<file path="config.mk">
export PLATFORM = sky130hd
export DESIGN_NAME = tx_commit_ctrl
export DESIGN_NICKNAME = d
export VERILOG_FILES = /design/src/rtl/tx_commit_pkg.sv /design/src/rtl/tx_commit_decode.sv /design/src/rtl/tx_commit_datapath.sv /design/src/rtl/tx_commit_ctrl.sv
export SDC_FILE = /design/constraint.sdc
export NUM_CORES = 1
export LEC_CHECK = 0
export BUFFER_PORTS_ARGS = -buffer_cell sky130_fd_sc_hd__buf_2
export CAP_MARGIN = 5
export CORE_MARGIN = 4
export CORE_UTILIZATION = 45
export DETAILED_ROUTE_END_ITERATION = 6
export PLACE_DENSITY = 0.77
export SYNTH_ARGS = -nofsm -noshare
export SYNTH_HDL_FRONTEND = slang
export SYNTH_SLANG_ARGS = --single-unit
</file>
<file path="constraint.sdc">
create_clock -name clk -period 1.35 [get_ports clk]
set_input_delay 0.135 -clock clk [delete_from_list [all_inputs] [get_ports clk]]
set_output_delay 0.135 -clock clk [all_outputs]
set_load 0.005 [all_outputs]
</file>
<file path="src/rtl/tx_commit_pkg.sv">
package tx_commit_pkg;

  // Register select encoding on regSel
  localparam logic SEL_CTRL = 1'b0;
  localparam logic SEL_DONE = 1'b1;

  // Strobes passed from the control decode to the datapath
  typedef struct packed {
    logic beginTx;   // control read: roll back, then open a new batch
    logic commitTx;  // control write with matching number
    logic abortTx;   // control write with stale number
    logic readDone;  // read of the last-applied register
    logic markStage; // shadow storage staged one write
  } txCmd_t;

endpackage

</file>
<file path="src/rtl/tx_commit_decode.sv">
module tx_commit_decode
  import tx_commit_pkg::*;
(
  input  logic   clk,
  input  logic   rstN,
  input  logic   regSel,
  input  logic   regRd,
  input  logic   regWr,
  input  logic   stageWr,
  input  logic   idMatch,
  output txCmd_t cmd,
  output logic   commitStb,
  output logic   abortStb
);

  logic isCtrl;
  logic ctrlAccess;

  always_comb begin
    isCtrl         = (regSel == SEL_CTRL);
    cmd            = '0;
    cmd.beginTx    = regRd && isCtrl;
    cmd.readDone   = regRd && !isCtrl;
    cmd.commitTx   = regWr && isCtrl && idMatch;
    cmd.abortTx    = regWr && isCtrl && !idMatch;
    ctrlAccess     = cmd.beginTx || cmd.commitTx || cmd.abortTx;
    cmd.markStage  = stageWr && !ctrlAccess;
  end

  always_ff @(posedge clk) begin
    if (!rstN) begin
      commitStb <= 1'b0;
      abortStb  <= 1'b0;
    end else begin
      commitStb <= cmd.commitTx;
      abortStb  <= cmd.abortTx || cmd.beginTx;
    end
  end

  // apply and discard are exclusive
  assert_strobe_exclusive_R10: assert property (@(posedge clk) disable iff (!rstN)
    !(commitStb && abortStb));

  // a matching control write yields an apply strobe next cycle
  assert_commit_follows_R4: assert property (@(posedge clk) disable iff (!rstN)
    (regWr && isCtrl && idMatch && !regRd) |=> commitStb);

  // a stale control write yields a discard strobe next cycle
  assert_abort_follows_R6: assert property (@(posedge clk) disable iff (!rstN)
    (regWr && isCtrl && !idMatch && !regRd) |=> (abortStb && !commitStb));

  // Input rule: read and write never requested together
  assert_no_rd_wr_overlap_R2: assert property (@(posedge clk) disable iff (!rstN)
    !(regRd && regWr));

endmodule

</file>
<file path="src/rtl/tx_commit_datapath.sv">
module tx_commit_datapath
  import tx_commit_pkg::*;
#(
  parameter int ID_W = 8
) (
  input  logic            clk,
  input  logic            rstN,
  input  txCmd_t          cmd,
  input  logic [ID_W-1:0] regWrData,
  output logic            idMatch,
  output logic [ID_W-1:0] regRdData,
  output logic            regRdValid,
  output logic            stagePending
);

  localparam logic [ID_W-1:0] ID_ONE = ID_W'(1);

  logic [ID_W-1:0] txId;
  logic [ID_W-1:0] doneId;
  logic [ID_W-1:0] nextId;

  always_comb begin
    nextId  = txId + ID_ONE; // wraps modulo 2^ID_W
    idMatch = (regWrData == txId);
  end

  always_ff @(posedge clk) begin
    if (!rstN) begin
      txId <= '0;
    end else if (cmd.beginTx) begin
      txId <= nextId;
    end
  end

  always_ff @(posedge clk) begin
    if (!rstN) begin
      doneId <= '0;
    end else if (cmd.commitTx) begin
      doneId <= txId;
    end
  end

  always_ff @(posedge clk) begin
    if (!rstN) begin
      stagePending <= 1'b0;
    end else if (cmd.beginTx || cmd.commitTx || cmd.abortTx) begin
      stagePending <= 1'b0;
    end else if (cmd.markStage) begin
      stagePending <= 1'b1;
    end
  end

  always_ff @(posedge clk) begin
    if (!rstN) begin
      regRdData  <= '0;
      regRdValid <= 1'b0;
    end else begin
      regRdValid <= cmd.beginTx || cmd.readDone;
      if (cmd.beginTx) begin
        regRdData <= nextId;
      end else if (cmd.readDone) begin
        regRdData <= doneId;
      end
    end
  end

  // a begin advances the number by one
  assert_begin_advances_R2: assert property (@(posedge clk) disable iff (!rstN)
    cmd.beginTx |=> (txId == $past(txId) + ID_ONE));

  // an apply copies the number into the last-applied register
  assert_commit_latches_R5: assert property (@(posedge clk) disable iff (!rstN)
    cmd.commitTx |=> (doneId == $past(txId)));

  // without an apply the last-applied register holds
  assert_done_stable_R6: assert property (@(posedge clk) disable iff (!rstN)
    !cmd.commitTx |=> $stable(doneId));

  // a begin clears the staged indication
  assert_begin_clears_R3: assert property (@(posedge clk) disable iff (!rstN)
    cmd.beginTx |=> !stagePending);

  // a lone staging pulse sets the staged indication
  assert_stage_sets_R9: assert property (@(posedge clk) disable iff (!rstN)
    cmd.markStage |=> stagePending);

endmodule

</file>
<file path="src/rtl/tx_commit_ctrl.sv">
module tx_commit_ctrl
  import tx_commit_pkg::*;
#(
  parameter int ID_W = 8
) (
  input  logic            clk,
  input  logic            rstN,
  input  logic            regSel,
  input  logic            regRd,
  input  logic            regWr,
  input  logic [ID_W-1:0] regWrData,
  input  logic            stageWr,
  output logic [ID_W-1:0] regRdData,
  output logic            regRdValid,
  output logic            commitStb,
  output logic            abortStb,
  output logic            stagePending
);

  txCmd_t cmd;
  logic   idMatch;

  tx_commit_decode i_decode (
    .clk       (clk),
    .rstN      (rstN),
    .regSel    (regSel),
    .regRd     (regRd),
    .regWr     (regWr),
    .stageWr   (stageWr),
    .idMatch   (idMatch),
    .cmd       (cmd),
    .commitStb (commitStb),
    .abortStb  (abortStb)
  );

  tx_commit_datapath #(.ID_W(ID_W)) i_datapath (
    .clk          (clk),
    .rstN         (rstN),
    .cmd          (cmd),
    .regWrData    (regWrData),
    .idMatch      (idMatch),
    .regRdData    (regRdData),
    .regRdValid   (regRdValid),
    .stagePending (stagePending)
  );

endmodule

</file>
==> summary.md, run 1 <==
| Metric | Value |
|---|---|
| Reg power frac | 59.2% |
| CP startpoint kind | flip-flop |
| FF-to-FF path depth | 5 |
| Hold path startpoint | stageWr |
| Clk sinks | 28 |
| Fmax | 671 MHz |
| Synth-to-layout area growth | 24.6% |
| Fin util | 60.1% |
| Worst Setup SP | i_datapath.txId[0] |
| Leak | 0.667 nW |
| Post-Syn Nets | 171 |
| Synth unique cells | 34 |
| Clock share of power | 29.3% |
| 1st-pass router iterations | 4 |
| Clock latency on the worst-skew pair | 340 ps |
| Post-Synth Adder-Cell Area | 0.917% |
| Status | complete, but fails checks |
| Global-route wire length before repair | 5880 microns |
| Clk root buf | clkbuf_4 |
| Hold Crit Endpoint | i_datapath.stagePending |
| Antenna cells | 0 |
| Io pins | 26 |
| WL final | 3320 microns |
| Layout cells sized above 1 | 33.7% |
| Dpl hpwl | 2480 microns |
| 1st-iter DRT viols | 59 |
| Final Instance Area | 0.00170 sq mm |
| CP max-delay cell | dfxtp_2 |
| Worst Path Buf+Inv | 1 |
| Total Routing Usage GR | 18.2% |
| CP endpoint kind | flip-flop |
| Filler-free cell count of the finished design | 224 |
| Pin count of the biggest net entering global routing | 19 |
| Peak supply drop | 0.975 mV |
| Number of global-route vias before repair | 1309 |
| Fillers | 245 |
| XOR/XNOR share of the synthesized area | 11.4% |
| Commonest non-fill, non-tap cell in the layout | nand2_1 |
| Clk_skew | 8.96 ps |
| Period utilization | 110% |
| Final ANT Viol Nets | 0 |
| Combinational power share | 11.5% |
| Die width | 63.1 microns |
| Final setup fails | 10 |
| Failing checks | negative setup slack |
| Initial core utilization | 48.3% |
| Syn Area/Cell | 8.75 sq um |
| R2r endpoint | i_datapath.doneId[2] |
| Primary FF master, synth | dfxtp_1 |
| Cts hold-fix bufs | 0 |
| Worst Path Max Fanout | 9 |
| Std cell rows | 19 |
| Core area | 0.00283 sq mm |
| Yosys reg bits | 28 |
| Die area | 0.00398 sq mm |
| Most frequent cells in the layout | nand2_1, buf_2, dfxtp_1, buf_4 |
| Sw Ratio | 24.5% |
| Post-synth EDFFs | 0 |
| Ranking of synthesized cells by area | dfxtp_1, mux2i_1, nand2_1 |
| CTS tree | built |
| Cells after DPL | 220 |
| CP peak stage delay | 380 ps |
| RSZ-0062 raised after global routing | yes |
| Final nets | 209 |
| Clock Pin Slew Worst Setup and Hold Paths | 160 ps |
| Multiplexer share of the synthesized area | 8.07% |
| Final period demand of the worst path | 1490 ps |
| Routed vias | 1223 |
| Pre-CTS WS | -171 ps |
| Area leader, netlist | dfxtp_1 |
| Post-Synthesis Cells | 156 |
| Delay-heaviest family, CP | simple AND/OR/NAND/NOR gates |
| Relative max-transition margin | 76.5% |
| Net Sw Power | 0.353 mW |
| Worst-Margin Slew | 352 ps |
| Power Internal | 1.08 mW |
| Cell Area, Synth | 0.00137 sq mm |
| Total power | 1.44 mW |
| Fin. Hold Viols | 0 |
| Number of CTS-inserted buffers | 3 |
| Yosys Warn Count | 0 |
| Reg2Reg Setup Slack | -140 ps |
| GRT overflow | 0 |
| Port Buffers | 25 |
| Synth Area in Compound Gates | 12.6% |
| Synth Area in Simple Gates | 19.8% |
| DP Area | 0.00162 sq mm |
| H-tree levels | 1 |
| Gp weighted congestion | 0.835 |
| Die Ht | 63.1 microns |
| CTS max path bufs | 2 |
| Seq/Total Area, Yosys | 41.1% |
| Critical path class | flip-flop to flip-flop |
| Largest family of logic cells by synthesized area | simple AND/OR/NAND/NOR gates |
| Hold Path Class | primary input to flip-flop |
| Cell Pwr Density | 845 mW/mm^2 |
| CP Cell Sequence | xnor2_2, nand4_1, nor4_2, buf_4, mux2i_1 |
| Max-cap violations | 0 |
| Worst EP required | 1620 ps |
| Post-synth top area share | 41.1% |
| Via/cell ratio | 5.46 |
| Worst Hold Path Cells | 2 |
| Crit path arrival time | 1760 ps |
| Min Hold Slack | 54.8 ps |
| Final TNS setup | -872 ps |
| Wire length per cell | 14.8 microns |
| Remaining routing DRC violations | 0 |
| Post-route setup slack | -141 ps |
| Synth async-reset ratio | 0% |
| Final max-slew violation count | 0 |
| R2r startpoint | i_datapath.txId[0] |
| Initial antenna violation count | 0 |
[metal layers]
metal,global-route usage (%),vias to the layer above,part of all wire [%]
met3,4.80,2,5.6
li1,-,605,-
met1,21.6,583,42
met2,33.2,33,52
met5,0,-,0
met4,3.03,0,0.36
[cell type report]
cell class / instances / area, sq um / share of cell area, %
Clock buffer: 4 / 36.3 / 2.13
Timing Repair Buffer: 44 / 280 / 16.5
Inverter: 4 / 15.0 / 0.883
Tap cell: 31 / 38.8 / 2.28
Sequential cell: 28 / 572 / 33.6
Multi-Input combinational cell: 113 / 758 / 44.6
[logic make-up (layout without fill, tap and decap cells)]
group	count (synthesis)	after routing
buf+inv	15	52
simple gates	56	56
compound gates	29	29
fa+ha+maj	1	1
flops	28	28
xor+xnor	16	16
mux	11	11
[power by group through the flow]
stage / logic, mW / clock network, mW / registers (mW)
after floorplan: 0.0783 / 0 / 0.874
after global placement: 0.156 / 0 / 0.870
after detailed placement: 0.160 / 0 / 0.871
after CTS: 0.165 / 0.428 / 0.853
after global routing: 0.182 / 0.459 / 0.854
final: 0.165 / 0.421 / 0.850
[synthesized netlist by cell type (all sizes together), types with 2 or more instances]
| cell type | n |
|---|---|
| a211oi | 2 |
| a21o | 2 |
| a21oi | 9 |
| and2 | 2 |
| and3 | 3 |
| buf | 8 |
| clkbuf | 3 |
| dfxtp | 28 |
| inv | 4 |
| mux2i | 11 |
| nand2 | 26 |
| nand3 | 2 |
| nand4 | 3 |
| nor2 | 9 |
| nor3 | 3 |
| nor4 | 2 |
| o21ai | 11 |
| or3 | 3 |
| xnor2 | 13 |
| xor2 | 3 |
[flip-flops by register name (all words and copies together) (netlist names)]
register,flops
i_datapath.doneId,8
i_datapath.regRdData,8
i_datapath.txId,8
i_datapath.regRdValid,1
i_datapath.stagePending,1
i_decode.abortStb,1
i_decode.commitStb,1
[worst reg2reg max path, stage by stage (launching register included)]
cell	delay [ps]
dfxtp_2	380
xnor2_2	170
nand4_1	190
nor4_2	240
buf_4	240
mux2i_1	220
[repair_timing]
item | in CTS | in global routing
hold endpoints to repair | 0 | 0
buffers inserted | 0 | 0
setup endpoints to repair | 15 | 17
pin swaps | 0 | 1
cloned | 0 | 0
gates resized for setup | 9 | 2
[worst max path at each step]
stage                                          to  depth (start not counted)
after floorplan           i_datapath.regRdData[6]                          5
after global placement       i_datapath.doneId[2]                          5
after detailed placement     i_datapath.doneId[2]                          5
after CTS                    i_datapath.doneId[2]                          5
after global routing         i_datapath.doneId[2]                          5
final                        i_datapath.doneId[2]                          5
No activity file was read; power rests on OpenSTA's default activity.
==> inputs of run 2 (changes only) <==
- CTS_BUF_LIST: default -> sky130_fd_sc_hd__clkbuf_8
- HOLD_SLACK_MARGIN: default -> 0.08
- PLACE_DENSITY: 0.77 -> 0.76
==> summary.md, run 2 (synthesis gave the netlist of run 1 again) <==
| Metric | Value |
|---|---|
| Status | complete, but fails checks |
| Failing checks | negative setup slack |
| CP startpoint kind | flip-flop |
| Fin util | 65.0% (+4.9 points) |
| Clk sinks | 28 (unchanged) |
| Sw Ratio | 23.5% (-1.0 points) |
| RSZ-0062 raised after global routing | yes |
| Port Buffers | 25 (unchanged) |
| Reg2Reg Setup Slack | -210 ps (-70 ps) |
| CTS tree | built |
| Top Registers | i_datapath.doneId (8), i_datapath.regRdData (8), i_datapath.txId (8) |
| Initial core utilization | 48.3% (unchanged) |
| H-tree levels | 1 (unchanged) |
| Initial antenna violation count | 0 (unchanged) |
| Met3 routed WL | 185 microns (unchanged) |
| R2r endpoint | i_datapath.doneId[1] |
| Core area | 0.00283 sq mm (unchanged) |
| Top sig layer | met4 |
| Worst-Margin Slew | 397 ps (+44.9 ps) |
| Post-route setup slack | -208 ps (-66.8 ps) |
| Fin. Hold Viols | 0 (unchanged) |
| Min Hold Slack | 124 ps (+69.0 ps) |
| WL final | 3690 microns (+11%) |
| Setup crit end | i_datapath.doneId[1] |
| Clock share of power | 33.4% (+4.1 points) |
| CTS max path bufs | 2 (unchanged) |
| Routed vias | 1267 (+3.6%) |
| Fmax | 642 MHz (-4.3%) |
| Layout cells sized above 1 | 40.0% (+6.3 points) |
| Critical path class | flip-flop to flip-flop |
| Antenna cells | 0 (unchanged) |
| Io pins | 26 (unchanged) |
| Relative max-transition margin | 73.5% (-3.0 points) |
| Period utilization | 115% (+5.0 points) |
| Most frequent cells in the layout | nand2_1, buf_2, dfxtp_1, buf_4, mux2i_1 |
| Die width | 63.1 microns (unchanged) |
| CP peak stage delay | 370 ps (about the same) |
| 1st-pass router iterations | 6 (+2) |
| Die Ht | 63.1 microns (unchanged) |
| Commonest non-fill, non-tap cell in the layout | nand2_1 |
| Worst Path Max Fanout | 4 (-5) |
| Remaining routing DRC violations | 0 (unchanged) |
| Max-cap violations | 0 (unchanged) |
| Worst Setup SP | i_datapath.txId[0] |
| DP Area | 0.00161 sq mm (-0.46%) |
| Total Routing Usage GR | 18.7% (+0.46 points) |
| CP Cell Sequence | xnor2_2, nand4_1, nor4_4, buf_4, mux2i_1 |
| FF-to-FF path depth | 5 (unchanged) |
| Pin count of the biggest net entering global routing | 19 (unchanged) |
| Wl on met1 | 1480 microns (+5.6%) |
| Clk_skew | 7.25 ps (-1.71 ps) |
| Wire length per cell | 16.3 microns (+10%) |
| Final max-slew violation count | 0 (unchanged) |
| Combinational power share | 12.0% (+0.5 points) |
| Worst EP required | 1550 ps (-70 ps) |
| Peak supply drop | 0.516 mV (-47%) |
| Leak | 0.734 nW (+10%) |
| Std cell rows | 19 (unchanged) |
| Clock latency on the worst-skew pair | 280 ps (-60 ps) |
| Clk root buf | clkbuf_8 |
| Cell Pwr Density | 845 mW/mm^2 (about the same) |
| Die area | 0.00398 sq mm (unchanged) |
| Final ANT Viol Nets | 0 (unchanged) |
| Delay-heaviest family, CP | simple AND/OR/NAND/NOR gates |
| WL met2 | 1880 microns (+10%) |
| Number of CTS-inserted buffers | 3 (unchanged) |
| GRT overflow | 0 (unchanged) |
| Crit path arrival time | 1760 ps (about the same) |
| Final setup fails | 17 (+7) |
| R2r startpoint | i_datapath.txId[0] |
| Final nets | 211 (+0.96%) |
| Reg power frac | 54.6% (-4.6 points) |
| CP max-delay cell | dfxtp_4 |
| Power Internal | 1.19 mW (+9.6%) |
| Worst Path Buf+Inv | 1 (unchanged) |
| Critical path depth | 5 (unchanged) |
| Gp weighted congestion | 0.877 (+5.1%) |
| Net Sw Power | 0.366 mW (+3.7%) |
| CP endpoint kind | flip-flop |
| Number of global-route vias before repair | 1250 (-4.5%) |
| Pre-CTS WS | -178 ps (-7.05 ps) |
| Clock Pin Slew Worst Setup and Hold Paths | 90 ps (-70 ps) |
| Global-route wire length before repair | 5750 microns (-2.1%) |
| Hold Path Class | primary input to flip-flop |
| Final Instance Area | 0.00184 sq mm (+8.2%) |
| Fillers | 213 (-13%) |
| Dpl hpwl | 2440 microns (-1.6%) |
| 1st-iter DRT viols | 70 (+19%) |
| Synth-to-layout area growth | 34.7% |
| Final period demand of the worst path | 1560 ps (+66.8 ps) |
| Via/cell ratio | 5.61 (+2.7%) |
==> run 2: cell types whose count changed in the layout (fill, tap and decap cells not counted), moves of 2 or more <==
cell	previous run	this run
a21oi_1	9	6
nor4_4	0	2
xnor2_2	3	6
o21ai_1	0	4
clkbuf_8	1	4
a21oi_2	0	3
xnor2_1	10	7
o21ai_0	11	7
clkbuf_4	3	0
nor3_4	0	2
dfxtp_1	23	21
buf_6	0	3
==> run 2: how the worst min path moves through the flow <==
stage / startpoint / end / cells after the start
floorplan: regRd / i_datapath.regRdValid / 1
global placement: rstN / i_datapath.regRdValid / 2
detailed placement: stageWr / i_datapath.stagePending / 2
CTS: stageWr / i_datapath.stagePending / 2
global route: stageWr / i_datapath.stagePending / 2
finish: rstN / i_datapath.regRdValid / 2
==> run 2: worst register-to-register path: stages (launching register included) <==
cell and delay [ps]:
dfxtp_4 370, xnor2_2 120, nand4_1 220, nor4_4 340, buf_4 210, mux2i_1 230
==> run 2: cell type report <==
cell class / instances / area (sq um) / share of cell area, %
multi-input cells: 113 / 847 / 46.1
flip-flops and latches: 28 / 577 / 31.4
repair buffers: 46 / 307 / 16.7
clock buffers: 4 / 55.1 / 2.99
well taps: 31 / 38.8 / 2.11
inverters: 4 / 15.0 / 0.816
==> run 2: timing repair <==
item	4_1_cts	5_1_grt
hold buffers	0	0
setup endpoints to repair	13	20
pin swaps	10	11
setup buffers	1	1
endpoints found under the hold margin	0	0
resized for setup	10	27
gates cloned	1	0
==> run 2: power by group through the flow <==
stage | logic (mW) | registers (mW) | clock network, mW
after floorplan | 0.0783 | 0.874 | 0
after global placement | 0.156 | 0.870 | 0
after detailed placement | 0.158 | 0.872 | 0
after CTS | 0.174 | 0.852 | 0.542
after global routing | 0.202 | 0.851 | 0.576
final | 0.187 | 0.848 | 0.519
==> run 2: metrics by stage <==
| step | total power, mW | instances | setup TNS (ps) |
|---|---|---|---|
| after floorplan | 0.952 | 156 | 0 |
| after global placement | 1.03 | 219 | -808 |
| after detailed placement | 1.03 | 219 | -1470 |
| after CTS | 1.57 | 225 | -2020 |
| after global routing | 1.63 | 226 | -2810 |
| final | 1.55 | 226 | -1680 |
==> run 2: layer usage <==
layer  vias up  GRT usage [%]
li1        607              -
met1       597           21.2
met2        50           33.5
met3        13           2.84
met5         -              0
met4         0           9.92
==> inputs of run 3 (changes only) <==
- CORE_ASPECT_RATIO: default -> 0.6
==> summary.md, run 3 (synthesis gave the netlist of run 1 again) <==
| Metric | Value |
|---|---|
| Fin util | 60.5% (-4.5 points) |
| Final period demand of the worst path | 1520 ps (-41.3 ps) |
| Final max-slew violation count | 0 (unchanged) |
| Clk_skew | 3.32 ps (-3.93 ps) |
| Dpl hpwl | 2470 microns (+1.1%) |
| Fmax | 659 MHz (+2.7%) |
| Worst Setup SP | i_datapath.txId[5] |
| GRT overflow | 0 (unchanged) |
| Synth-to-layout area growth | 28.1% |
| DP Area | 0.00163 sq mm (+0.85%) |
| Layout cells sized above 1 | 34.5% (-5.5 points) |
| Antenna cells | 0 (unchanged) |
| Cell Pwr Density | 883 mW/mm^2 (+4.5%) |
| Power Internal | 1.19 mW (about the same) |
| Setup crit end | i_datapath.doneId[2] |
| Status | complete, but fails checks |
| Top Registers | i_datapath.doneId (8), i_datapath.regRdData (8), i_datapath.txId (8) |
| Final nets | 210 (-0.47%) |
| Number of CTS-inserted buffers | 3 (unchanged) |
| Gp weighted congestion | 0.954 (+8.8%) |
| R2r startpoint | i_datapath.txId[5] |
| Post-route setup slack | -166 ps (+41.3 ps) |
| Via/cell ratio | 5.11 (-8.9%) |
| Period utilization | 112% (-3.1 points) |
| Final TNS setup | -1410 ps (+267 ps) |
| Peak supply drop | 0.444 mV (-14%) |
| Cells after DPL | 230 (+5.0%) |
| Final setup fails | 14 (-3) |
| H-tree levels | 1 (unchanged) |
| Relative max-transition margin | 80.4% (+6.9 points) |
| Die Ht | 50.7 microns (-20%) |
| Port Buffers | 25 (unchanged) |
| Reg2Reg Setup Slack | -170 ps (+40 ps) |
| Initial antenna violation count | 0 (unchanged) |
| RSZ-0062 raised after global routing | yes |
| FF-to-FF path depth | 5 (unchanged) |
| Global-route wire length before repair | 5390 microns (-6.4%) |
| Total power | 1.54 mW (-0.67%) |
| Worst-Margin Slew | 292 ps (-105 ps) |
| Net Sw Power | 0.355 mW (-2.9%) |
| Most frequent cells in the layout | nand2_1, buf_2, dfxtp_1, buf_4, mux2i_1 |
| CTS max path bufs | 2 (unchanged) |
| Clock share of power | 33.4% (about the same) |
| Sw Ratio | 23.0% (-0.53 points) |
| Reg power frac | 55.1% (+0.5 points) |
| Die area | 0.00401 sq mm (+0.73%) |
| Clk root buf | clkbuf_8 |
| Remaining routing DRC violations | 0 (unchanged) |
| Routed vias | 1205 (-4.9%) |
| Io pins | 26 (unchanged) |
| Final ANT Viol Nets | 0 (unchanged) |
| Max-cap violations | 0 (unchanged) |
| Combinational power share | 11.6% (-0.4 points) |
| R2r endpoint | i_datapath.doneId[2] |
| Hold Path Class | primary input to flip-flop |
| Clock Pin Slew Worst Setup and Hold Paths | 90 ps (about the same) |
| 1st-iter DRT viols | 54 (-23%) |
| Die width | 79.1 microns (+25%) |
| Wire length per cell | 14.4 microns (-12%) |
| Commonest non-fill, non-tap cell in the layout | nand2_1 |
| Total Routing Usage GR | 17.1% (-1.6 points) |
| Critical path class | flip-flop to flip-flop |
| Worst Path Max Fanout | 6 (+2) |
| 1st-pass router iterations | 4 (-2) |
| Worst EP required | 1550 ps (about the same) |
| Initial core utilization | 47.2% (-1.0 points) |
| CP endpoint kind | flip-flop |
| Filler-free cell count of the finished design | 236 (+4.4%) |
| Pre-CTS WS | -147 ps (+31.1 ps) |
| CP startpoint kind | flip-flop |
| Failing checks | negative setup slack |
| Pin count of the biggest net entering global routing | 19 (unchanged) |
| Clk sinks | 28 (unchanged) |
| Min Hold Slack | 126 ps (+2.12 ps) |
| Fin. Hold Viols | 0 (unchanged) |
| Crit path arrival time | 1720 ps (-40 ps) |
| Final Instance Area | 0.00175 sq mm (-4.9%) |
| Clock latency on the worst-skew pair | 270 ps (about the same) |
| WL final | 3390 microns (-8.1%) |
| Core area | 0.00289 sq mm (+2.2%) |
| Fillers | 261 (+23%) |
| CTS tree | built |
| Std cell rows | 15 (-4) |
| Leak | 0.688 nW (-6.3%) |
| Number of global-route vias before repair | 1186 (-5.1%) |
-- run 3: how the worst min path moves through the flow --
stage	slack, ps	end	depth (start not counted)	from
2_1_floorplan	270	i_datapath.regRdValid	1	regRd
3_3_place_gp	410	i_datapath.stagePending	2	stageWr
3_5_place_dp	410	i_datapath.regRdValid	2	rstN
4_1_cts	120	i_datapath.stagePending	2	stageWr
5_1_grt	120	i_datapath.stagePending	2	stageWr
6_report	130	i_datapath.stagePending	2	stageWr
-- run 3: repair_timing --
item                       CTS  global route
setup endpoints to repair   12            15
setup buffers                0             2
gates resized for setup      5             9
pin swaps                    1             9
hold buffers                 0             0
-- run 3: power groups by stage --
stage | clock (mW) | combinational [mW] | sequential, mW
floorplan | 0 | 0.0783 | 0.874
global placement | 0 | 0.157 | 0.870
detailed placement | 0 | 0.162 | 0.871
CTS | 0.529 | 0.164 | 0.852
global route | 0.559 | 0.194 | 0.852
finish | 0.515 | 0.179 | 0.850
-- run 3: cell type report --
class / count / area (sq um) / share of cell area (%)
clock buffers: 4 / 55.1 / 3.15
multi-input cells: 113 / 762 / 43.6
flip-flops and latches: 28 / 573 / 32.8
inverters: 4 / 15.0 / 0.858
well taps: 42 / 52.6 / 3.00
repair buffers: 45 / 292 / 16.7
-- run 3: critical path, stage by stage, from the launching register on --
cell	delay, ps
dfxtp_2	340
xnor2_2	150
nand4_1	170
nor4_2	350
buf_4	230
mux2i_1	200
-- run 3: metal layers --
layer	GRT usage [%]	share of wire (%)
met5	0	0
met4	3.14	1.1
met3	4.66	6.1
met2	27.5	46
met1	23.2	47
